### src/rtl/adc_ctrl_fmt.sv
module adc_ctrl_fmt #(
  parameter int DW = 16,
  parameter int RW = 12
) (
  input  logic          clk,
  input  logic          rst_n,
  input  logic          reg_addr,
  input  logic [DW-1:0] reg_wdata,
  input  logic          reg_we,
  output logic [DW-1:0] reg_rdata,
  input  logic          conv_en,
  input  logic          conv_start,
  input  logic [RW-1:0] ana_result,
  output logic          conv_done
);
  localparam logic [1:0] RES_RST = 2'b10;
  localparam int CW = 4;

  logic [1:0]    res_q, cres_q, rres_q;
  logic          fmt_q, lp_q, busy, done_q;
  logic [CW-1:0] cnt;
  logic [RW-1:0] raw_q, keep;
  logic [DW-1:0] ctrl_word, sview;

  function automatic logic [CW-1:0] conv_len(input logic [1:0] r);
    return CW'(10) + {1'b0, r, 1'b0};
  endfunction

  wire wr_ctrl = reg_we && !reg_addr;
  wire accept  = conv_start && conv_en && !busy;
  wire unused_wbits = &{1'b0, reg_wdata[DW-1:6], reg_wdata[2:1]};

  always_ff @(posedge clk or negedge rst_n) begin
    if (!rst_n) begin
      res_q <= RES_RST;
      fmt_q <= 1'b0;
      lp_q  <= 1'b0;
    end else if (wr_ctrl) begin
      fmt_q <= reg_wdata[3];
      if (!conv_en) begin
        lp_q <= reg_wdata[0];
        if (reg_wdata[5:4] != 2'b11) res_q <= reg_wdata[5:4];
      end
    end
  end

  always_comb begin
    case (cres_q)
      2'b00:   keep = {{(RW-8){1'b0}}, ana_result[7:0]};
      2'b01:   keep = {{(RW-10){1'b0}}, ana_result[9:0]};
      default: keep = ana_result;
    endcase
  end

  always_ff @(posedge clk or negedge rst_n) begin
    if (!rst_n) begin
      busy   <= 1'b0;
      cnt    <= '0;
      done_q <= 1'b0;
      cres_q <= RES_RST;
      rres_q <= RES_RST;
      raw_q  <= '0;
    end else begin
      done_q <= 1'b0;
      if (accept) begin
        busy   <= 1'b1;
        cnt    <= conv_len(res_q) - CW'(1);
        cres_q <= res_q;
      end else if (busy) begin
        if (cnt == '0) begin
          busy   <= 1'b0;
          done_q <= 1'b1;
          raw_q  <= keep;
          rres_q <= cres_q;
        end else begin
          cnt <= cnt - CW'(1);
        end
      end
    end
  end

  always_comb begin
    case (rres_q)
      2'b00:   sview = {~raw_q[7],  raw_q[6:0],  8'h00};
      2'b01:   sview = {~raw_q[9],  raw_q[8:0],  6'b0};
      default: sview = {~raw_q[11], raw_q[10:0], 4'b0};
    endcase
  end

  assign ctrl_word = {{(DW-6){1'b0}}, res_q, fmt_q, 2'b00, lp_q};
  assign reg_rdata = !reg_addr ? ctrl_word
                   : (fmt_q ? sview : {{(DW-RW){1'b0}}, raw_q});
  assign conv_done = done_q;
endmodule

### config.mk
export PLATFORM = sky130hd
export DESIGN_NAME = adc_ctrl_fmt
export DESIGN_NICKNAME = d
export VERILOG_FILES = /design/src/rtl/adc_ctrl_fmt.sv
export SDC_FILE = /design/constraint.sdc
export NUM_CORES = 1
export LEC_CHECK = 0
export BUFFER_PORTS_ARGS = -buffer_cell sky130_fd_sc_hd__buf_4
export CORE_MARGIN = 1.5
export CORE_UTILIZATION = 40
export CTS_BUF_LIST = sky130_fd_sc_hd__clkbuf_4 sky130_fd_sc_hd__clkbuf_8
export CTS_CLUSTER_DIAMETER = 50
export DETAILED_ROUTE_END_ITERATION = 8
export GPL_TIMING_DRIVEN = 0
export PLACE_DENSITY_LB_ADDON = 0.05
export SETUP_SLACK_MARGIN = 0.2
export SLEW_MARGIN = 20
export SYNTH_ARGS = -nofsm -noshare
export SYNTH_HDL_FRONTEND = slang
export SYNTH_SLANG_ARGS = --single-unit
### constraint.sdc
create_clock -name clk -period 3.7 [get_ports clk]
set_input_delay 0.37 -clock clk [delete_from_list [all_inputs] [get_ports clk]]
set_output_delay 0.37 -clock clk [all_outputs]
set_load 0.01 [all_outputs]
==> results.yml, run 1 <==
synth:
  netlist_area_um2: 1460
  netlist_top_cells_count: "52 x nand2_1, 23 x dfrtp_1, 10 x nor2b_1, 10 x o21ai_0"
  yosysTopAreaCell: "dfrtp_1"
  synth_ff_type: "dfrtp_1"
  synth-seq-area-share_pct: 44.9
  yosysTopAreaCellShare_pct: 39.5
  synth_cell_types: 30
  postSynthAreaPerCell_um2: 8.58
  synth_edf_count: 0
  async_flop_share_pct: 100
  yosysWarnings: 0
  ys_ff_latch: 26
  syn_nets: 206
  synthTopCellsByArea: "dfrtp_1 39%, nand2_1 13%, mux2_2 6.2%, dfstp_2 5.4%, nor2b_1 4.3%"
  synth_most_common_cell: "nand2_1"
  syn_inst: 170
sta:
  tightest_slew_ns: 0.454
  final-setup-viol-count: 0
  finalHoldViolations: 0
  min_period_over_period_pct: 59.4
  fin_crit_ns: 2.20
  final.setup.worst_slack_ns: 1.50
  fin_skew_ns: 0.00562
  fmax_mhz: 455
  whs_ns: 0.223
  slew_headroom_pct: 69.7
  tns_ns: 0
  drv_slew: 0
  rsz0062_at_grt: "false"
layout:
  area_growth_pct: 27.8
  fin_util_pct: 54.6
  drive_above_1_share_pct: 28.6
  fin_area_um2: 1860
  nets: 250
  n_antenna_cell: 0
global_route:
  grt_util_all_layers_pct: 17.4
  antenna_found_initial: 0
  grt_overflow: 0
  grt_pass1_vias: 1184
  grt_pass1_wl_mm: 5.59
  grt_max_degree: 27
route:
  ant_nets: 0
  viasPerCell: 5.06
  wl_mm: 3.37
  first_iter_violations: 49
  firstDrtPassIters: 4
  vias: 1311
  wl_per_cell_um: 13.0
  drc_errors: 0
run_status:
  status: "completed"
cts:
  cts_tree: "yes"
  path_clk_slew_ns: 0.15
  clk_latency_ns: 0.32
  hold_buffers: 1
  numCtsBuffers: 3
  ctsLongestPathBuffers: 2
  cts_resized: 0
  post-cts-setup-buffers: 0
  htreeDepth: 1
  clkSinkCount: 26
  cts-root-buf: "clkbuf_4"
floorplan:
  dieHeight_um: 63.4
  num_rows: 21
  chipWidth_um: 63.4
  fp.coreArea_um2: 3420
  start_util_pct: 42.7
  ioPinCount: 51
  die-area_um2: 4020
critical_path:
  crit_path_end: "reg_rdata[9]"
  critPathBufInv: 2
  cp.arrival_ns: 1.83
  worst_path_max_delay_cell: "o31ai_1"
  r2r_start: "cnt[0]$_DFFE_PN0P_"
  r2r_slack_ns: 2.21
  slowest_delay_ns: 0.36
  reg2regPathDepth: 8
  crit_type: "flop to output port"
  crit_path_cell_trace: "clkbuf_1 > nand2_1 > o31ai_1 > buf_4"
  crit-reg2reg-capture: "raw_q[4]$_DFFE_PN0P_"
  path_depth: 4
  startpoint_type: "flop"
  cp.required_ns: 3.33
  critPathLaunch: "fmt_q$_DFFE_PN0N_"
  cp-end-kind: "output port"
  path_delay_family: "buffers and inverters"
  crit_fanout: 10
placement:
  place_hpwl_mm: 2.57
  io_buffer_count: 38
  gp_congestion: 0.799
  placed_area_um2: 1800
  place_ws_ns: 1.89
power:
  vdd_drop_max_mv: 0.297
  p_per_area_nw_per_um2: 694
  p_leak_uw: 0.000905
job:
  maxCapViolCount: 0
min_path:
  hp-class: "primary input to flop"
-- flip-flops by register name, indices dropped and copies added (netlist names) --
signal,count
raw_q,12
cnt,4
cres_q,2
res_q,2
rres_q,2
busy,1
conv_done,1
fmt_q,1
lp_q,1
-- power by group --
group | total (uW) | switching [uW] | internal, uW
Combinational | 556 | 272 | 284
Clock | 198 | 88.1 | 109
Sequential | 541 | 129 | 412
-- layer usage --
| metal | wire (um) | track usage (%) | vias to the layer above |
|---|---|---|---|
| li1 | - | - | 663 |
| met5 | 0 | 0 | - |
| met2 | 1610 | 28.8 | 28 |
| met4 | 19 | 4.89 | 0 |
| met1 | 1610 | 24.1 | 618 |
| met3 | 121 | 2.14 | 2 |
-- how the worst min path moves through the flow --
stage,start,end,slack [ns],cells past startpoint
after floorplan,rst_n,busy$_DFF_PN0_,0.07,0
after CTS,ana_result[7],raw_q[7]$_DFFE_PN0P_,0.22,3
after global routing,ana_result[7],raw_q[7]$_DFFE_PN0P_,0.20,3
after detailed placement,rst_n,raw_q[6]$_DFFE_PN0P_,0.30,1
final,ana_result[7],raw_q[7]$_DFFE_PN0P_,0.22,3
after global placement,rst_n,raw_q[6]$_DFFE_PN0P_,0.30,1
-- layout by cell type, fill, tap and decap left out, types with 5 or more instances in the layout --
cell type   n
nor2b_1    10
buf_2       6
o21ai_0    10
nand3_1     8
inv_1       5
nor2_1      8
buf_4      38
mux2_2      8
dfrtp_1    23
nand2_1    52
-- tightest hold or removal path, stage by stage --
cell and delay [ns]:
buf_4 0.08, nand2_1 0.04, nand2_1 0.04
-- through the flow --
step	power, uW	cells
6_report	1290	259
5_1_grt	1400	259
4_1_cts	1310	259
3_5_place_dp	1110	254
3_3_place_gp	1090	254
2_1_floorplan	905	170
-- area by class of cell --
class	count	area [um^2]
clock buffer	3	22.5
multi-input combinational	130	744
timing repair buffer	39	295
fill	345	1550
buffer	8	37.5
clock inverter	1	30.0
tap	46	57.6
inverter	6	22.5
sequential	26	654
-- kinds of logic (layout without fill, tap and decap cells) --
logic type	Yosys count	after routing	synth area share, %
DFF	26	26	44.9
muxes	11	11	8.23
buffers and inverters	14	57	4.12
adders and majority gates	2	2	1.71
and+or+nand+nor	90	90	28.9
AOI/OAI and AO/OA	27	27	12.2
No activity file was read; power rests on OpenSTA's default activity.
==> run 2, diff against run 1 <==
Clock period 3.7 ns to 2 ns, I/O delays scaled along.
==> run 2 against run 1 <==
Effect of this change:
- clock power up 83%
- sequential power grew 87%
- critical path depth is 1 higher
- via count is 3.4% higher
- global-route usage up 0.42 points
- hold slack worse by 0.17 ns
- sequential share of layout area down 2.0 points
- flip-flop and latch count unchanged
- largest cell class unchanged
==> results.yml, run 2 (synthesis results as in run 1) <==
layout:
  area_growth_pct: 35.9
  n_antenna_cell: 0
  largestRegisters: "raw_q: 12 flops, cnt: 4 flops"
  largest_register_ffs: 12
  largest_register: "raw_q"
  fin_util_pct: 58.1
  final_common_cell: "nand2_1"
  drive_above_1_share_pct: 33.0
  nets: 255
  final_cell_mix: "51 x nand2_1, 41 x buf_4, 22 x dfrtp_1"
route:
  vias: 1356
  routed-wl-met3_um: 122
  drc_errors: 0
  viasPerCell: 5.14
  wl_mm: 3.51
  wl_per_cell_um: 13.3
  wl_met2_mm: 1.68
  firstDrtPassIters: 4
  wl_met1_mm: 1.69
  highest_layer: "met4"
  ant_nets: 0
  first_iter_violations: 51
sta:
  fin_skew_ns: 0.00707
  tightest_slew_ns: 0.392
  fin_crit_ns: 1.77
  whs_ns: 0.0559
  tns_ns: 0
  slew_headroom_pct: 73.9
  finalHoldViolations: 0
  drv_slew: 0
  final-setup-viol-count: 0
  min_period_over_period_pct: 88.5
  final.setup.worst_slack_ns: 0.230
  fmax_mhz: 565
  rsz0062_at_grt: "true"
critical_path:
  crit_type: "flop to output port"
  cp.arrival_ns: 1.57
  startpoint_type: "flop"
  cp-end-kind: "output port"
  cp.required_ns: 1.80
  crit_fanout: 11
global_route:
  antenna_found_initial: 0
  grt_pass1_wl_mm: 5.71
  grt_overflow: 0
  grt_max_degree: 27
  grt_util_all_layers_pct: 17.9
  grt_pass1_vias: 1203
cts:
  ctsLongestPathBuffers: 2
  clkSinkCount: 26
  path_clk_slew_ns: 0.15
  htreeDepth: 1
  clk_latency_ns: 0.32
  cts_tree: "yes"
  numCtsBuffers: 3
  cts-root-buf: "clkbuf_4"
placement:
  place_ws_ns: 0.361
  place_hpwl_mm: 2.57
  io_buffer_count: 38
  gp_congestion: 0.799
floorplan:
  start_util_pct: 42.7
  num_rows: 21
  fp.coreArea_um2: 3420
  die-area_um2: 4020
  chipWidth_um: 63.4
  ioPinCount: 51
  dieHeight_um: 63.4
power:
  vdd_drop_max_mv: 0.558
  p_leak_uw: 0.000963
  totalPowerFinal_uw: 2560
  p_per_area_nw_per_um2: 1290
run_status:
  status: "completed"
job:
  maxCapViolCount: 0
min_path:
  hp-class: "primary input to flop"
==> run 2: cell type report <==
cell class	instances	area, um^2
Inverter	6	22.5
Clock buffer	3	22.5
Tap cell	46	57.6
Buffer	8	67.6
Sequential cell	26	656
Timing Repair Buffer	44	354
Fill cell	344	1430
Clock inverter	1	30.0
Multi-Input combinational cell	130	773
==> run 2: final timing paths <==
check                                 startpoint               endpoint  slack [ns]  cells after the start
min in group asynchronous                  rst_n  raw_q[10]$_DFFE_PN0P_        0.30                      2
hold / removal                     ana_result[7]   raw_q[7]$_DFFE_PN0P_        0.06                      3
max in group asynchronous                  rst_n   res_q[1]$_DFFE_PN1P_        1.39                      2
setup / recovery           rres_q[1]$_DFFE_PN1P_           reg_rdata[5]        0.23                      5
setup reg to reg              cnt[0]$_DFFE_PN0P_   raw_q[4]$_DFFE_PN0P_        0.51                      8
hold reg to reg            cres_q[1]$_DFFE_PN1P_  rres_q[1]$_DFFE_PN1P_        0.51                      2
==> run 2: critical path: stages (launching register included) <==
cell     delay, ns
dfstp_2       0.56
buf_8         0.13
buf_8         0.12
nand3_1       0.07
a31oi_1       0.21
buf_4         0.15
==> run 2: through the flow <==
stage / area, um^2 / cells
final: 1980 / 264
after global routing: 1980 / 264
after CTS: 1900 / 260
after detailed placement: 1800 / 254
after global placement: 1800 / 254
after floorplan: 1460 / 170
==> run 2: timing repair <==
item | 4_1_cts | 5_1_grt
pin swaps | 1 | 3
endpoints found under the setup margin | 16 | 15
cloned | 0 | 1
resized for setup | 10 | 10
buffers inserted | 1 | 3
endpoints found under the hold margin | 23 | 0
hold buffers | 1 | 0
==> run 2: routing by layer <==
metal / vias up / global-route usage (%)
met4: 0 / 4.89
met5: - / 0
met1: 644 / 24.4
met3: 2 / 2.14
li1: 673 / -
met2: 37 / 29.9
==> run 2: power breakdown <==
group	internal (uW)	switching [uW]	leakage (uW)	total [uW]
registers	764	244	0.000312	1010
clock network	203	159	0.0000279	362
logic	642	546	0.000623	1190
total	1610	950	0.000963	2560
==> run 3, diff against run 2 <==
Settings changed: ABC_AREA set to 1.
==> run 3 against run 2 <==
Effect of this change:
- synthesized area fell by 4.1%
- cell area decreased by 7.4%
- non-clock buffer count shrank 7
- fmax is 3.7% higher
- register-to-register slack improved by 0.08 ns
- clock-buffer cell count is 1 higher
- power shrank 2.4%
- via count is 1.9% higher
- critical endpoint is now reg_rdata[13]
- largest cell class is now flip-flops and latches
- highest routed layer unchanged
==> results.yml, run 3 <==
min_path:
  min_from: "reg_wdata[0]"
  hp-class: "primary input to flop"
  min_to: "lp_q$_DFFE_PN0P_"
  whs_path_depth: 3
global_route:
  grt_max_degree: 27
  grt_util_all_layers_pct: 19.5
  grt_pass1_wl_mm: 6.09
  grt_overflow: 0
  grt_pass1_vias: 1312
  antenna_found_initial: 0
route:
  wl_per_cell_um: 12.9
  ant_nets: 0
  viasPerCell: 4.94
  drc_errors: 0
  firstDrtPassIters: 4
  first_iter_violations: 66
  wl_mm: 3.61
  vias: 1382
sta:
  tns_ns: 0
  min_period_over_period_pct: 85.3
  drv_slew: 0
  fmax_mhz: 586
  slew_headroom_pct: 77.8
  tightest_slew_ns: 0.334
  final-setup-viol-count: 0
  finalHoldViolations: 0
  fin_skew_ns: 0.0125
  final.setup.worst_slack_ns: 0.293
  rsz0062_at_grt: "false"
  fin_crit_ns: 1.71
cts:
  cts_tree: "yes"
  numCtsBuffers: 3
  htreeDepth: 1
  ctsLongestPathBuffers: 2
  cts-root-buf: "clkbuf_4"
  clk_latency_ns: 0.32
  clkSinkCount: 26
  path_clk_slew_ns: 0.15
placement:
  place_hpwl_mm: 2.81
  gp_congestion: 0.883
  place_ws_ns: 0.431
  io_buffer_count: 38
synth:
  synth-xor-area-share_pct: 0.626
  synth_most_common_cell: "nand2_1"
  synth_cell_types: 18
  synth_ff_type: "dfrtp_1"
  synth_compound_gate_area_share_pct: 17.8
  yosysWarnings: 0
  ys_ff_latch: 26
  synthAdderAreaFrac_pct: 1.79
  syn_nets: 225
  synth_top_family_by_area: "simple AND/OR/NAND/NOR gates"
  yosys-mux-area-fraction_pct: 0
  netlist_top_cells_count: "46 x nand2_1, 31 x inv_1, 23 x dfrtp_1"
  synth-seq-area-share_pct: 46.8
  synthTopCellsByArea: "dfrtp_1 41%, nand2_1 12%, inv_1 8.3%, o21ai_0 7.2%, nand3_1 6.1%"
  syn_inst: 189
  synth_edf_count: 0
  postSynthAreaPerCell_um2: 7.40
  netlist_area_um2: 1400
  async_flop_share_pct: 100
  yosysTopAreaCell: "dfrtp_1"
  synthSimpleGateAreaFrac_pct: 22.6
  yosysTopAreaCellShare_pct: 41.1
critical_path:
  reg2regPathDepth: 8
  r2r_slack_ns: 0.59
  r2r_start: "cnt[0]$_DFFE_PN0P_"
  crit-reg2reg-capture: "raw_q[7]$_DFFE_PN0P_"
  cp.arrival_ns: 1.51
  crit_type: "flop to output port"
  cp-end-kind: "output port"
  crit_fanout: 6
  startpoint_type: "flop"
  cp.required_ns: 1.80
floorplan:
  die-area_um2: 3860
  chipWidth_um: 62.1
  fp.coreArea_um2: 3340
  dieHeight_um: 62.1
  start_util_pct: 41.9
  ioPinCount: 51
  num_rows: 21
power:
  p_leak_uw: 0.000938
  p_per_area_nw_per_um2: 1360
  vdd_drop_max_mv: 0.685
  totalPowerFinal_uw: 2500
layout:
  drive_above_1_share_pct: 25.2
  n_antenna_cell: 0
  fin_util_pct: 55.0
  nets: 271
  final_common_cell: "nand2_1"
  largest_register: "raw_q"
  area_growth_pct: 31.3
  final_cell_mix: "44 x nand2_1, 40 x buf_4, 29 x inv_1"
  largest_register_ffs: 12
  largestRegisters: "raw_q: 12 flops, cnt: 4 flops"
job:
  maxCapViolCount: 0
run_status:
  status: "completed"
-- run 3: changes by cell type in the layout (fill, tap and decap cells not counted), sizes merged, moves of 6 or more --
cell / before / now
a21oi: 0 / 13
inv: 6 / 31
mux2: 8 / 0
nand2: 52 / 46
nand3: 8 / 17
nor2: 8 / 15
nor2b: 10 / 0
o21ai: 10 / 28
-- run 3: logic make-up (layout without fill, tap and decap cells) --
logic type      Yosys count  in the layout
xor+xnor                  1              1
fa+ha+maj                 2              2
buf+inv                  35             80
simple gates             78             78
flops                    26             26
compound gates           47             47
-- run 3: worst max-delay path by stage --
stage | to | start | cells after the start
6_report | reg_rdata[13] | rres_q[1]$_DFFE_PN1P_ | 6
5_1_grt | reg_rdata[13] | rres_q[1]$_DFFE_PN1P_ | 6
4_1_cts | reg_rdata[13] | rres_q[1]$_DFFE_PN1P_ | 6
3_5_place_dp | reg_rdata[13] | rres_q[1]$_DFFE_PN1P_ | 6
3_3_place_gp | reg_rdata[14] | rres_q[1]$_DFFE_PN1P_ | 6
2_1_floorplan | reg_rdata[14] | rres_q[1]$_DFFE_PN1P_ | 5
-- run 3: repair_timing --
action,in CTS,in global routing
endpoints found under the hold margin,23,0
setup endpoints to repair,8,9
pin swaps,1,1
gates resized for setup,6,5
hold buffers,1,0
gates cloned,0,0
buffers inserted,0,2
-- run 3: report_power, final --
| group | internal, uW | total (uW) | switching (uW) |
|---|---|---|---|
| logic | 545 | 1280 | 740 |
| clock network | 91.4 | 247 | 156 |
| registers | 779 | 965 | 187 |
| total | 1410 | 2500 | 1080 |
-- run 3: metrics by stage --
step	hold WS, ns	area [um^2]	std cells
finish	0.0701	1840	280
global route	0.0564	1840	280
CTS	0.0660	1790	278
detailed placement	0.134	1740	273
global placement	0.133	1740	273
floorplan	-0.0956	1400	189
-- run 3: cell type report --
type / count / area [um^2]
Multi-Input combinational cell: 128 / 619
Timing Repair Buffer: 41 / 323
Buffer: 4 / 35.0
Inverter: 31 / 116
Fill cell: 360 / 1500
Sequential cell: 26 / 656
Tap cell: 46 / 57.6
Clock buffer: 4 / 30.0
-- run 3: critical path, stage by stage (launching register included) --
cell	delay [ns]
dfstp_2	0.57
buf_6	0.13
inv_2	0.07
nand2_4	0.08
o22ai_1	0.07
nor2_1	0.13
buf_4	0.14
-- run 3: metal layers --
layer / global-route usage, % / wire length, um
met2: 34.5 / 1790
met3: 2.90 / 155
met5: 0 / 0
met4: 4.17 / 20
met1: 25.5 / 1640
